[src/rtl/cu_pkg.sv]
package cu_pkg;
  typedef enum logic [2:0] {
    ST_IDLE  = 3'd0,
    ST_READ  = 3'd1,
    ST_START = 3'd2,
    ST_WAIT  = 3'd3,
    ST_WRITE = 3'd4
  } cu_state_e;

  typedef enum logic [1:0] {
    OP_ADD = 2'd0,
    OP_SUB = 2'd1,
    OP_AND = 2'd2,
    OP_XOR = 2'd3
  } cu_op_e;
endpackage

[src/rtl/cu_opnd_reg.sv]
module cu_opnd_reg #(
  parameter int unsigned W = 16
) (
  input  logic         clk,
  input  logic         rst_n,
  input  logic         load_i,
  input  logic [W-1:0] d_i,
  output logic [W-1:0] q_o
);
  logic [W-1:0] q_nxt;

  always_comb begin
    q_nxt = q_o;
    if (load_i) q_nxt = d_i;
  end

  always_ff @(posedge clk or negedge rst_n) begin
    if (!rst_n) q_o <= '0;
    else        q_o <= q_nxt;
  end
endmodule

[src/rtl/cu_alu.sv]
module cu_alu #(
  parameter int unsigned W   = 16,
  parameter int unsigned LAT = 3
) (
  input  logic          clk,
  input  logic          rst_n,
  input  logic          start_i,
  input  logic          clear_i,
  input  cu_pkg::cu_op_e op_i,
  input  logic [W-1:0]  a_i,
  input  logic [W-1:0]  b_i,
  output logic [W-1:0]  res_o,
  output logic          vld_o
);
  import cu_pkg::*;
  localparam int unsigned CW = $clog2(LAT + 1);

  logic [CW-1:0] cnt_q, cnt_nxt;
  logic [W-1:0]  res_nxt, fn;
  logic          vld_nxt;

  always_comb begin
    unique case (op_i)
      OP_ADD:  fn = a_i + b_i;
      OP_SUB:  fn = a_i - b_i;
      OP_AND:  fn = a_i & b_i;
      default: fn = a_i ^ b_i;
    endcase
  end

  always_comb begin
    cnt_nxt = cnt_q;
    res_nxt = res_o;
    vld_nxt = vld_o;
    if (clear_i) begin
      cnt_nxt = '0;
      vld_nxt = 1'b0;
    end else if (start_i) begin
      cnt_nxt = CW'(LAT);
      vld_nxt = 1'b0;
    end else if (cnt_q != '0) begin
      cnt_nxt = cnt_q - 1'b1;
      if (cnt_q == CW'(1)) begin
        res_nxt = fn;
        vld_nxt = 1'b1;
      end
    end
  end

  always_ff @(posedge clk or negedge rst_n) begin
    if (!rst_n) begin
      cnt_q <= '0;
      res_o <= '0;
      vld_o <= 1'b0;
    end else begin
      cnt_q <= cnt_nxt;
      res_o <= res_nxt;
      vld_o <= vld_nxt;
    end
  end


  alu_start_clears_chk: assert property (@(posedge clk) disable iff (!rst_n)
    (start_i || clear_i) |=> !vld_o);
endmodule

[src/rtl/cu_ctrl.sv]
module cu_ctrl #(
  parameter int unsigned NSRC = 2
) (
  input  logic            clk,
  input  logic            rst_n,
  input  logic            issue_i,
  input  logic            kill_i,
  input  logic [NSRC-1:0] rd_gnt_i,
  input  logic            wr_gnt_i,
  input  logic            alu_vld_i,
  output logic            busy_o,
  output logic [NSRC-1:0] rd_req_o,
  output logic            wr_req_o,
  output logic [NSRC-1:0] rd_take_o,
  output logic            op_load_o,
  output logic            alu_start_o,
  output logic            alu_clear_o,
  output logic            res_load_o,
  output logic            out_load_o
);
  import cu_pkg::*;

  cu_state_e       st_q, st_nxt;
  logic [NSRC-1:0] rd_nxt, pend;
  logic            wr_nxt, vld_q, vld_rise, kill_act, wr_take;

  assign busy_o   = (st_q != ST_IDLE);
  assign kill_act = kill_i && busy_o;
  assign vld_rise = alu_vld_i && !vld_q;
  assign wr_take  = wr_gnt_i && wr_req_o;
  assign pend     = rd_req_o & ~rd_gnt_i;

  always_comb begin
    st_nxt = st_q;
    rd_nxt = rd_req_o;
    wr_nxt = wr_req_o;
    if (kill_act) begin
      st_nxt = ST_IDLE;
      rd_nxt = '0;
      wr_nxt = 1'b0;
    end else begin
      unique case (st_q)
        ST_IDLE: if (issue_i) begin
          st_nxt = ST_READ;
          rd_nxt = '1;
        end
        ST_READ: begin
          rd_nxt = pend;
          if (pend == '0) st_nxt = ST_START;
        end
        ST_START: st_nxt = ST_WAIT;
        ST_WAIT: if (vld_rise) begin
          st_nxt = ST_WRITE;
          wr_nxt = 1'b1;
        end
        ST_WRITE: if (wr_take) begin
          st_nxt = ST_IDLE;
          wr_nxt = 1'b0;
        end
        default: st_nxt = ST_IDLE;
      endcase
    end
  end

  always_comb begin
    rd_take_o   = (kill_act || st_q != ST_READ) ? '0 : (rd_gnt_i & rd_req_o);
    op_load_o   = issue_i && (st_q == ST_IDLE);
    alu_start_o = !kill_act && (st_q == ST_START);
    alu_clear_o = kill_act;
    res_load_o  = !kill_act && (st_q == ST_WAIT) && vld_rise;
    out_load_o  = !kill_act && (st_q == ST_WRITE) && wr_take;
  end

  always_ff @(posedge clk or negedge rst_n) begin
    if (!rst_n) begin
      st_q     <= ST_IDLE;
      rd_req_o <= '0;
      wr_req_o <= 1'b0;
      vld_q    <= 1'b0;
    end else begin
      st_q     <= st_nxt;
      rd_req_o <= rd_nxt;
      wr_req_o <= wr_nxt;
      vld_q    <= alu_vld_i;
    end
  end


  no_idle_rd_req_chk: assert property (@(posedge clk) disable iff (!rst_n)
    !busy_o |-> (rd_req_o == '0));


  no_rd_wr_overlap_chk: assert property (@(posedge clk) disable iff (!rst_n)
    wr_req_o |-> (rd_req_o == '0));


  vld_rise_wr_req_chk: assert property (@(posedge clk) disable iff (!rst_n)
    (st_q == ST_WAIT && vld_rise && !kill_i) |=> wr_req_o);

  generate
    for (genvar i = 0; i < NSRC; i++) begin : g_rd_chk

      rd_req_drop_chk: assert property (@(posedge clk) disable iff (!rst_n)
        (rd_gnt_i[i] && rd_req_o[i]) |=> !rd_req_o[i]);
    end
  endgenerate
endmodule

[src/rtl/opnd_result_cu.sv]
module opnd_result_cu #(
  parameter int unsigned DATA_W  = 16,
  parameter int unsigned ALU_LAT = 3
) (
  input  logic              clk,
  input  logic              rst_n,
  input  logic              issue_i,
  input  logic [1:0]        op_i,
  input  logic              kill_i,
  input  logic [DATA_W-1:0] src_a_i,
  input  logic [DATA_W-1:0] src_b_i,
  input  logic [1:0]        rd_gnt_i,
  input  logic              wr_gnt_i,
  output logic [1:0]        rd_req_o,
  output logic              wr_req_o,
  output logic              busy_o,
  output logic [DATA_W-1:0] data_o
);
  import cu_pkg::*;
  localparam int unsigned NSRC = 2;

  logic [DATA_W-1:0] src   [NSRC];
  logic [DATA_W-1:0] opnd  [NSRC];
  logic [NSRC-1:0]   rd_take;
  logic              op_load, alu_start, alu_clear, res_load, out_load, alu_vld;
  logic [DATA_W-1:0] alu_res, res_q, res_nxt, data_nxt;
  cu_op_e            op_q, op_nxt;

  assign src[0] = src_a_i;
  assign src[1] = src_b_i;

  cu_ctrl #(.NSRC(NSRC)) i_ctrl (
    .clk(clk), .rst_n(rst_n), .issue_i(issue_i), .kill_i(kill_i),
    .rd_gnt_i(rd_gnt_i), .wr_gnt_i(wr_gnt_i), .alu_vld_i(alu_vld),
    .busy_o(busy_o), .rd_req_o(rd_req_o), .wr_req_o(wr_req_o),
    .rd_take_o(rd_take), .op_load_o(op_load), .alu_start_o(alu_start),
    .alu_clear_o(alu_clear), .res_load_o(res_load), .out_load_o(out_load)
  );

  generate
    for (genvar i = 0; i < NSRC; i++) begin : g_opnd
      cu_opnd_reg #(.W(DATA_W)) i_opnd (
        .clk(clk), .rst_n(rst_n), .load_i(rd_take[i]),
        .d_i(src[i]), .q_o(opnd[i])
      );

      opnd_capture_chk: assert property (@(posedge clk) disable iff (!rst_n)
        rd_take[i] |=> (opnd[i] == $past(src[i])));
    end
  endgenerate

  cu_alu #(.W(DATA_W), .LAT(ALU_LAT)) i_alu (
    .clk(clk), .rst_n(rst_n), .start_i(alu_start), .clear_i(alu_clear),
    .op_i(op_q), .a_i(opnd[0]), .b_i(opnd[1]),
    .res_o(alu_res), .vld_o(alu_vld)
  );

  always_comb begin
    op_nxt   = op_q;
    res_nxt  = res_q;
    data_nxt = data_o;
    if (op_load)  op_nxt   = cu_op_e'(op_i);
    if (res_load) res_nxt  = alu_res;
    if (out_load) data_nxt = res_q;
  end

  always_ff @(posedge clk or negedge rst_n) begin
    if (!rst_n) begin
      op_q   <= OP_ADD;
      res_q  <= '0;
      data_o <= '0;
    end else begin
      op_q   <= op_nxt;
      res_q  <= res_nxt;
      data_o <= data_nxt;
    end
  end


  wr_handshake_chk: assert property (@(posedge clk) disable iff (!rst_n)
    (wr_gnt_i && wr_req_o && !kill_i) |=>
      (!wr_req_o && !busy_o && data_o == $past(res_q)));


  kill_idle_chk: assert property (@(posedge clk) disable iff (!rst_n)
    (kill_i && busy_o) |=>
      (!busy_o && rd_req_o == '0 && !wr_req_o && $stable(data_o)));


  issue_busy_ignored_chk: assert property (@(posedge clk) disable iff (!rst_n)
    (issue_i && busy_o) |=> $stable(op_q));


  kill_idle_noop_chk: assert property (@(posedge clk) disable iff (!rst_n)
    (kill_i && !busy_o && !issue_i) |=> (!busy_o && $stable(data_o)));
endmodule

[config.mk]
export PLATFORM = sky130hd
export DESIGN_NAME = opnd_result_cu
export DESIGN_NICKNAME = d
export VERILOG_FILES = /design/src/rtl/cu_pkg.sv /design/src/rtl/cu_opnd_reg.sv /design/src/rtl/cu_alu.sv /design/src/rtl/cu_ctrl.sv /design/src/rtl/opnd_result_cu.sv
export SDC_FILE = /design/constraint.sdc
export NUM_CORES = 1
export LEC_CHECK = 0
export ABC_AREA = 1
export BUFFER_PORTS_ARGS = -buffer_cell sky130_fd_sc_hd__buf_2
export CAP_MARGIN = 20
export CORE_ASPECT_RATIO = 1.4
export CORE_MARGIN = 2
export CORE_UTILIZATION = 50
export CTS_CLUSTER_DIAMETER = 80
export CTS_CLUSTER_SIZE = 20
export DETAILED_ROUTE_END_ITERATION = 8
export PLACE_DENSITY = 0.7
export SLEW_MARGIN = 20
export SYNTH_ARGS = -nofsm -noshare
export SYNTH_HDL_FRONTEND = slang
export SYNTH_SLANG_ARGS = --single-unit
[constraint.sdc]
create_clock -name clk -period 3.1 [get_ports clk]
set_input_delay 0.62 -clock clk [delete_from_list [all_inputs] [get_ports clk]]
set_output_delay 0.62 -clock clk [all_outputs]
set_load 0.01 [all_outputs]
# Word level (Yosys, flattened, before mapping)
# Cells that the tools add are included.
# classes
n_addsub,3
n_reduce_logical,26
muxes,22
n_eq_ne,12
n_bitwise,7
# op_table
op,count
case mux 16 bit (3 select lines),1
adder 16 bit,1
bitwise AND 16 bit,1
subtractor 16 bit,1
bitwise XOR 16 bit,1
two-way mux 3 bit,5
case mux 3 bit (5 select lines),1
nonzero test 3 bit,5
two-way mux 2 bit,6
"inequality test 3 x 1 -> 1 bit, second input constant",4
logical AND 1 bit,9
AND reduction 4 bit,2
two-way mux 1 bit,7
"equality test 3 x 2 -> 1 bit, second input constant",2
bitwise AND 2 bit,2
"equality test 2 x 1 -> 1 bit, second input constant",2
zero test 2 bit,2
case mux 2 bit (2 select lines),1
AND reduction 2 bit,2
"equality test 3 x 1 -> 1 bit, second input constant",1
"equality test 3 bit, second input constant",1
zero test 3 bit,1
"inequality test 3 x 2 -> 1 bit, second input constant",1
AND reduction 3 bit,1
8 further kinds,10
# totals
in_bits,41
elab_cells,82
out_inout_bits,20
reg_bits,92

# Logic depth before layout (Yosys ltp)
# Gate-level depths: netlist of the first run.
# depth
ltp_word,6
depth_mapped,18
mapped_depth_nobuf,18

# Modules after synthesis
# Synthesis of the first run repeated with hierarchy kept, for this count alone.
# unflattened
hier_cells,714
area_unflattened_um2,5586.6
# by_module_without_submodules
module,instances,cells_per_inst,area_each_um2
cu_alu,1,359,2441.1
opnd_result_cu,1,145,1338.8
cu_opnd_reg,2,68,644.4
cu_ctrl,1,74,518.0

# Worst setup path after synthesis of the first run
# Ideal clock, no wire load.
# synth_path
kind,register to register
start,register op_q[1]
end,register i_alu.res_o[7]
arrival_ns,2.369
path_stages_with_launch,18
n_path_buf,1
period_less_slack_ns,2.495
setup_slack_ns,0.605
cell_sequence,dfrtp_1 -> inv_1 -> nand2_1 -> buf_2 -> inv_1 -> a31oi_1 -> xor2_1 -> inv_1 -> ha_1 -> nand2_1 -> nand2_1 -> a21oi_1 -> nand2_1 -> or2_2 -> nand3_1 -> nand3_1 -> nand2_1 -> o21ai_0
# synth_via
elab_chain_cells,2
elab_cells_between_ends,4
cone_classes,2 x eq/ne; 1 x mux; 1 x reduce/logical
# synth_rtl
element,line_no,rtl
start: declaration,opnd_result_cu.sv:27,"cu_op_e op_q, op_nxt;"
start signal: assignment,opnd_result_cu.sv:73,op_q <= op_nxt;
equality test 2 bit (tied with other cells),cu_alu.sv:23,unique case (op_i)
case mux 16 bit (3 select lines) (*),cu_alu.sv:23,
end signal: assignment,cu_alu.sv:57,res_o <= res_nxt;
end: declaration,cu_alu.sv:12,"output logic [W-1:0] res_o,"
# Every way passes the cells marked *; elsewhere a longest branch is shown, timed or not.
# A chain may end at the register's enable or synchronous reset.

# Final worst setup path of the first run
# Same ends and word-level chain as after synthesis.

==> impl_metrics.ini, run 1 <==
[pwr]
p_comb_share_pct = 56.9
p_leak_nw = 3.25
power.switching_mw = 3.37
seqPwrFrac_pct = 28.9
p_int_mw = 3.94
power_switching_share_pct = 46.1
clockPowerShare_pct = 14.3
peakVddDrop_mv = 0.529
power.density_nw_per_um2 = 1180

[run]
drv_cap = 0

[min_path]
hp-class = in -> async

[synthesis]
syn_inst = 597
avgSynthCellArea_um2 = 9.18
ys.flop_type = dfrtp_1
synth_area_um2 = 5480
yosys_warnings = 0
synth_fp_nets = 673
ys_seq_elements = 92
synth_cell_type_count = 51
ys_seq_area_share_pct = 42.0
synth_edf_count = 0
synthArstFlopShare_pct = 100

[sta]
finalSetupViolCount = 0
worst_slack_ns = 0.327
tns_ns = 0
rsz0062_at_grt = false
report.final.slew_viol_count = 0
fin_skew_ns = 0.00695
post-route-min-period_ns = 2.77
fmax_ghz = 0.361
worst_pin_slew_ns = 0.617
slew_headroom_pct = 58.9
hold_viol = 0
fin_crit_sh_pct = 89.5

[global_routing]
grt_overflow = 0
grt_pass1_vias = 4130
grt_use_total_pct = 21.4
grt_max_degree = 48
grt_pass1_wl_um = 19800
antenna_found_initial = 0

[clocking]
h-tree-depth = 3
cts_tree = built
clock_latency_ns = 0.34
root_buffer = clkbuf_16
postCtsSetupBuffers = 0
cts_made_buffers = 9
clockBufferDepth = 2
clk_pin_slew_ns = 0.06
cts.sinks = 92
postCtsHoldBufs = 0
cts_resized = 0

[final_layout]
final_nets = 736
fill_cells = 993
area_growth_pct = 13.1
drive_above_1_share_pct = 26.2
n_antenna_cell = 0

[drt]
viasPerCell = 5.18
ant_nets = 0
drt_iter0_drc = 185
wl_um = 11600
drtPass1Iterations = 4
vias = 4166
drc = 0
wl_per_cell_um = 14.5

[place]
dp_slack_ns = 0.310
io_buffers = 60
gp_congestion = 0.871
post-dp-hpwl_um = 8970

[run_status]
status = finished clean

[critical_path]
cp.arrival_ns = 2.99
end_kind = flop
worst_ep_required_time_ns = 3.32
crit_type = reg -> reg
cp-start-kind = flop
ff2ff_path_depth = 16
worstPathMaxFanout = 6

[floorplan]
dieWidth_um = 92.5
die_h_um = 128
ioPinCount = 61
dieArea_um2 = 11800
initial_core_util_pct = 50.9
fp.coreArea_um2 = 10800
placementRows = 45
cells in the final DEF (no fill, tap or decap), types with 7 or more instances in the layout:
cell type	synthesis	routed
dfrtp_1	92	92
mux2_2	31	31
a21oi_1	33	33
clkbuf_16	0	9
a221oi_1	7	7
nand2_2	18	18
nand3_1	27	27
buf_2	3	59
o21ai_0	21	21
nand2_1	109	109
nor2_1	41	41
o21ai_2	15	15
ha_1	34	34
inv_1	70	70
xor2_1	11	11
power by group through the flow:
stage                     combinational (mW)  clock, mW  sequential [mW]
after global routing                    4.74       1.12             2.18
after detailed placement                4.11          0             2.13
final                                   4.15       1.04             2.11
after CTS                               4.15       1.06             2.11
after floorplan                         3.19          0             2.04
after global placement                  4.05          0             2.12
layout make-up:
class,instances,area [um2],share of cell area [%]
multi-input cells,417,2800,45.2
inverters,75,282,4.54
clock inverters,3,22.5,0.364
well taps,141,176,2.85
clock buffers,12,256,4.14
repair buffers,65,353,5.70
flip-flops and latches,92,2300,37.2
routing by layer:
metal / global-route usage (%) / wire (um) / up-vias
met4: 9.13 / 325 / 0
met3: 2.82 / 364 / 22
li1: - / - / 2115
met1: 27.7 / 5200 / 1943
met5: 0 / 0 / -
met2: 35.9 / 5750 / 86
registers in the layout (all words and copies together) (netlist names):
register,flops
i_ctrl.wr_req_o,1
i_ctrl.vld_q,1
op_q,2
g_opnd.i_opnd.q_o,32
i_alu.res_o,16
i_alu.vld_o,1
data_o,16
i_ctrl.rd_req_o,2
i_ctrl.st_q,3
i_alu.cnt_q,2
res_q,16
stage by stage:
stage               instances  area (um2)  util (%)  hold slack [ns]  power (mW)
global placement          790        5910      55.0            0.389        6.17
global route              805        6190      57.6            0.340        8.04
floorplan                 597        5480         -            0.324        5.22
finish                    805        6190      57.6            0.291        7.30
CTS                       805        6190      57.6            0.315        7.33
detailed placement        790        5910      55.0            0.407        6.25
cell families after synthesis:
| group | synth area share (%) |
|---|---|
| and+or+nand+nor | 19.7 |
| AOI/OAI and AO/OA | 12.6 |
| DFF | 42.0 |
| buffers and inverters | 6.92 |
| muxes | 8.43 |
| adders and majority gates | 8.13 |
| xor gates and xnor gates | 2.24 |
worst paths after layout:
check / from / end / slack, ns
min: rst_n / g_opnd[0].i_opnd.q_o[6] / 0.29
min reg2reg: i_alu.vld_o / i_ctrl.vld_q / 0.41
max in group asynchronous: rst_n / res_q[0] / 2.13
max: op_q[1] / i_alu.res_o[7] / 0.33
max reg2reg: op_q[1] / i_alu.res_o[7] / 0.33
min in group clk: i_alu.vld_o / i_ctrl.vld_q / 0.41
cell usage after synthesis, types with 3 or more instances:
| cell type | number | area (um2) |
|---|---|---|
| and2_1 | 3 | 18.8 |
| clkbuf_1 | 3 | 11.3 |
| nand2_2 | 18 | 113 |
| nand2_1 | 109 | 409 |
| inv_1 | 70 | 263 |
| xor2_1 | 11 | 96.3 |
| xnor2_1 | 3 | 26.3 |
| nor2_1 | 41 | 154 |
| buf_6 | 5 | 56.3 |
| o21ai_0 | 21 | 105 |
| a221oi_1 | 7 | 61.3 |
| nand3b_1 | 4 | 30.0 |
| nand3_4 | 3 | 52.6 |
| nand3_1 | 27 | 135 |
| a21boi_0 | 3 | 22.5 |
| or2_2 | 4 | 25.0 |
| mux2_2 | 31 | 349 |
| inv_2 | 4 | 15.0 |
| mux2_4 | 6 | 90.1 |
| dfrtp_1 | 92 | 2300 |
| a21boi_1 | 4 | 30.0 |
| nand4_1 | 5 | 31.3 |
| o21ai_2 | 15 | 131 |
| ha_1 | 34 | 425 |
| a21oi_1 | 33 | 165 |
| buf_2 | 3 | 15.0 |
| nor3_1 | 3 | 15.0 |
worst max-delay path, stage by stage (launching register included):
cell	delay, ns
dfrtp_1	0.48
inv_1	0.09
nand2_1	0.10
inv_1	0.12
a31oi_1	0.19
xor2_1	0.16
inv_1	0.06
ha_1	0.34
nand2_1	0.08
nand2_1	0.06
a21oi_1	0.17
nand2_1	0.15
or2_2	0.30
nand3_1	0.07
nand3_1	0.12
nand2_1	0.08
o21ai_0	0.08
Power figures use the tool's default switching activity.
==> run 2: changes to the inputs <==
ABC_CLOCK_PERIOD_IN_PS = 3100   (was default)
CORE_UTILIZATION = 30   (was 50)
PLACE_DENSITY = default   (was 0.7)
REMOVE_ABC_BUFFERS = 1   (was default)
==> impl_metrics.ini, run 2 (synthesis gave the netlist of run 1 again) <==
[floorplan]
fp.coreArea_um2 = 17900
dieWidth_um = 118
ioPinCount = 61
placementRows = 58
die_h_um = 164
dieArea_um2 = 19400
initial_core_util_pct = 30.6

[clocking]
cts_tree = built
clock_latency_ns = 0.35
postCtsSetupBuffers = 0
root_buffer = clkbuf_16
postCtsHoldBufs = 0
clk_pin_slew_ns = 0.07
cts_resized = 0
cts.sinks = 92
clockBufferDepth = 2
cts_made_buffers = 9
h-tree-depth = 3

[sta]
finalSetupViolCount = 0
report.final.slew_viol_count = 0
post-route-min-period_ns = 2.75
fin_skew_ns = 0.0108
slew_headroom_pct = 60.4
hold_viol = 0
fmax_ghz = 0.364
worst_pin_slew_ns = 0.593
rsz0062_at_grt = false
tns_ns = 0
fin_crit_sh_pct = 88.6

[place]
io_buffers = 60
post-dp-hpwl_um = 9400
gp_congestion = 0.895

[drt]
wl_um = 12000
vias = 4085
drc = 0
wl_met2_um = 5960
wl_met3_um = 289
top_layer = met4
met1_length_um = 5450
drt_iter0_drc = 137
ant_nets = 0
drtPass1Iterations = 4
wl_per_cell_um = 13.2
viasPerCell = 4.51

[final_layout]
drive_above_1_share_pct = 26.6
largest_reg_flops = 32
area_growth_pct = 15.9
final_cell_mix = 109 x nand2_1, 92 x dfrtp_1, 70 x inv_1
n_antenna_cell = 0
mostFrequentLayoutCell = nand2_1
final_nets = 737
registers.top_by_ff_count = g_opnd.i_opnd.q_o

[critical_path]
worst_ep_required_time_ns = 3.37
end_kind = flop
crit_type = reg -> reg
worstPathMaxFanout = 5
cp-start-kind = flop
cp.arrival_ns = 3.02

[min_path]
hp-class = in -> async

[pwr]
power.density_nw_per_um2 = 1160
total_power_mw = 7.36
peakVddDrop_mv = 0.486
p_leak_nw = 3.26

[global_routing]
grt_overflow = 0
grt_pass1_wl_um = 20000
grt_pass1_vias = 4016
grt_max_degree = 54
antenna_found_initial = 0
grt_use_total_pct = 12.9

[run]
drv_cap = 0

[run_status]
status = finished clean
-- run 2: path summary, 6_finish.rpt --
check                                         from         endpoint  slack [ns]  cells past startpoint
max reg2reg                g_opnd[1].i_opnd.q_o[0]  i_alu.res_o[11]        0.35                     14
max                        g_opnd[1].i_opnd.q_o[0]  i_alu.res_o[11]        0.35                     14
min in group clk                       i_alu.vld_o     i_ctrl.vld_q        0.40                      0
max in group asynchronous                    rst_n        data_o[9]        2.17                      2
min                                          rst_n         res_q[1]        0.25                      1
min reg2reg                            i_alu.vld_o     i_ctrl.vld_q        0.40                      0
-- run 2: critical path, stage by stage (launching register included) --
cell and delay, ns:
dfrtp_1 0.40, inv_1 0.11, ha_1 0.20, nand4_1 0.16, nor3_2 0.20, a21oi_1 0.16
xor2_1 0.15, inv_1 0.05, ha_1 0.35, nand2_1 0.12, nor2_1 0.23, nand3_1 0.14
nand4_1 0.11, nand3_1 0.14, a21boi_1 0.17
-- run 2: layout make-up --
class | instances | area (um2)
timing repair buffer | 66 | 360
clock inverter | 6 | 72.6
clock buffer | 9 | 225
fill | 1890 | 11600
multi-input combinational | 417 | 2810
inverter | 75 | 282
sequential | 92 | 2300
tap | 240 | 300
-- run 2: through the flow --
step / worst slack, ns / hold slack, ns / area [um2] / utilization, % / cells
floorplan: 0.472 / 0.324 / 5380 / - / 584
global placement: 0.279 / 0.381 / 6040 / 33.7 / 890
detailed placement: 0.231 / 0.391 / 6040 / 33.7 / 890
CTS: 0.200 / 0.273 / 6340 / 35.4 / 905
global route: 0.0466 / 0.291 / 6350 / 35.4 / 905
finish: 0.353 / 0.253 / 6350 / 35.4 / 905
-- run 2: per-layer routing --
layer	vias to the layer above	global-route usage [%]
li1	2116	-
met1	1889	15.9
met2	63	22.2
met3	17	2.01
met4	0	5.64
met5	-	0
-- run 2: power breakdown --
part,switching (mW),leakage (nW),internal (mW)
Combinational,2.47,1.98,1.66
Clock,0.489,0.143,0.631
Sequential,0.409,1.14,1.70
==> run 3: changes to the inputs <==
CORE_MARGIN = default   (was 2)
RECOVER_POWER = 50   (was default)
==> impl_metrics.ini, run 3 (synthesis gave the netlist of run 1 again) <==
[final_layout]
final_nets = 738
fin_util_pct = 35.3
area_growth_pct = 15.5
mostFrequentLayoutCell = nand2_1
final_cell_mix = 110 x nand2_1, 92 x dfrtp_1, 70 x inv_1
n_antenna_cell = 0
drive_above_1_share_pct = 25.9
registers.top_by_ff_count = g_opnd.i_opnd.q_o
largest_reg_flops = 32

[drt]
vias = 4088
ant_nets = 0
viasPerCell = 4.51
drtPass1Iterations = 6
top_layer = met4
drt_iter0_drc = 164
wl_met2_um = 5680
wl_um = 11700
drc = 0
wl_met3_um = 332
met1_length_um = 5430
wl_per_cell_um = 12.9

[critical_path]
slowest_delay_ns = 0.40
cp-start-kind = flop
endpoint = i_alu.res_o[15]
worstPathCellList = inv_1 -> ha_1 -> nand4_1 -> nor3_2 -> a21oi_1 -> a21oi_1 -> xor2_1 -> ha_1 -> nand2_1 -> inv_1 -> a21oi_1 -> nand2_1 -> a21oi_1 -> nand3_1 -> nand3_1 -> a21oi_1
end_kind = flop
cp.arrival_ns = 3.01
reg2reg_to = i_alu.res_o[15]
r2r_setup_slack_ns = 0.31
reg2reg_from = g_opnd[1].i_opnd.q_o[0]
crit_type = reg -> reg
path_buf_inv = 2
cp-startpoint = g_opnd[1].i_opnd.q_o[0]
cp_top_family = compound AO/OA/AOI/OAI gates
worstPathMaxFanout = 4
cpMaxStageDelayCell = dfrtp_1
worst_ep_required_time_ns = 3.33
cp.depth = 16
crit_path_frequent_cell = a21oi_1
ff2ff_path_depth = 16

[clocking]
h-tree-depth = 3
clock_latency_ns = 0.35
cts_resized = 0
root_buffer = clkbuf_16
cts.sinks = 92
cts_tree = built
cts_made_buffers = 9
postCtsHoldBufs = 0
postCtsSetupBuffers = 0
clockBufferDepth = 2
clk_pin_slew_ns = 0.07

[floorplan]
dieArea_um2 = 18800
dieWidth_um = 116
fp.coreArea_um2 = 17900
initial_core_util_pct = 30.6
placementRows = 58
die_h_um = 162
ioPinCount = 61

[global_routing]
grt_overflow = 0
grt_use_total_pct = 13.3
antenna_found_initial = 0
grt_pass1_vias = 4126
grt_max_degree = 50
grt_pass1_wl_um = 19700

[pwr]
total_power_mw = 7.27
power_switching_share_pct = 46.1
p_comb_share_pct = 56.5
p_leak_nw = 3.26
p_int_mw = 3.92
seqPwrFrac_pct = 28.9
clockPowerShare_pct = 14.7
power.density_nw_per_um2 = 1150
peakVddDrop_mv = 0.356
power.switching_mw = 3.36

[sta]
post-route-min-period_ns = 2.79
report.final.slew_viol_count = 44
slew_headroom_pct = -62.8
fmax_ghz = 0.359
tns_ns = 0
hold_viol = 0
fin_skew_ns = 0.00872
worst_pin_slew_ns = 2.44
finalSetupViolCount = 0
rsz0062_at_grt = true
fin_crit_sh_pct = 89.9

[run]
drv_cap = 1

[run_status]
failed_checks = capacitance limit, slew limit
status = complete, but fails checks

[min_path]
hp-start = i_alu.vld_o
hold_depth = 0
hp-class = reg -> reg

[place]
post-dp-hpwl_um = 9200
gp_congestion = 0.857
io_buffers = 60
[run 3: cell types whose count changed in the layout (fill, tap and decap cells not counted)]
cell	change
a21oi_2	-2
inv_6	-2
nand2_1	+1
clkinv_4	+1
clkinvlp_4	-1
bufinv_16	-1
nor2_1	+1
buf_2	-1
clkinv_2	+1
nand2_2	-1
nor2_4	-1
inv_8	+3
clkbuf_1	+2
a21oi_1	+2
[run 3: routing by layer]
layer / vias up / track usage (%)
li1: 2125 / -
met1: 1876 / 16.6
met2: 65 / 22.4
met3: 22 / 2.46
met4: 0 / 5.30
met5: - / 0
[run 3: power by group through the flow]
stage	registers (mW)	clock network (mW)	logic (mW)
after floorplan	2.04	0	3.13
after global placement	2.12	0	4.09
after detailed placement	2.12	0	4.11
after CTS	2.10	1.11	4.13
after global routing	2.17	1.15	4.74
final	2.10	1.07	4.11
[run 3: worst min path at each step]
stage,end,slack (ns)
floorplan,data_o[0],0.32
global placement,i_ctrl.vld_q,0.38
detailed placement,i_ctrl.vld_q,0.39
CTS,data_o[11],0.29
global route,i_ctrl.vld_q,0.42
finish,i_ctrl.vld_q,0.40
[run 3: cell type report]
class | count | area, um2
clock inverters | 7 | 65.1
inverters | 75 | 282
well taps | 240 | 300
flip-flops and latches | 92 | 2300
clock buffers | 9 | 225
multi-input cells | 417 | 2790
fillers | 1862 | 11600
repair buffers | 67 | 363
[run 3: through the flow]
step / setup slack (ns) / hold WS [ns] / instances / area (um2)
global route: 0.0149 / 0.421 / 907 / 6330
detailed placement: 0.181 / 0.387 / 891 / 6050
finish: 0.313 / 0.400 / 907 / 6330
floorplan: 0.472 / 0.324 / 584 / 5380
global placement: 0.166 / 0.383 / 891 / 6050
CTS: 0.153 / 0.285 / 907 / 6340
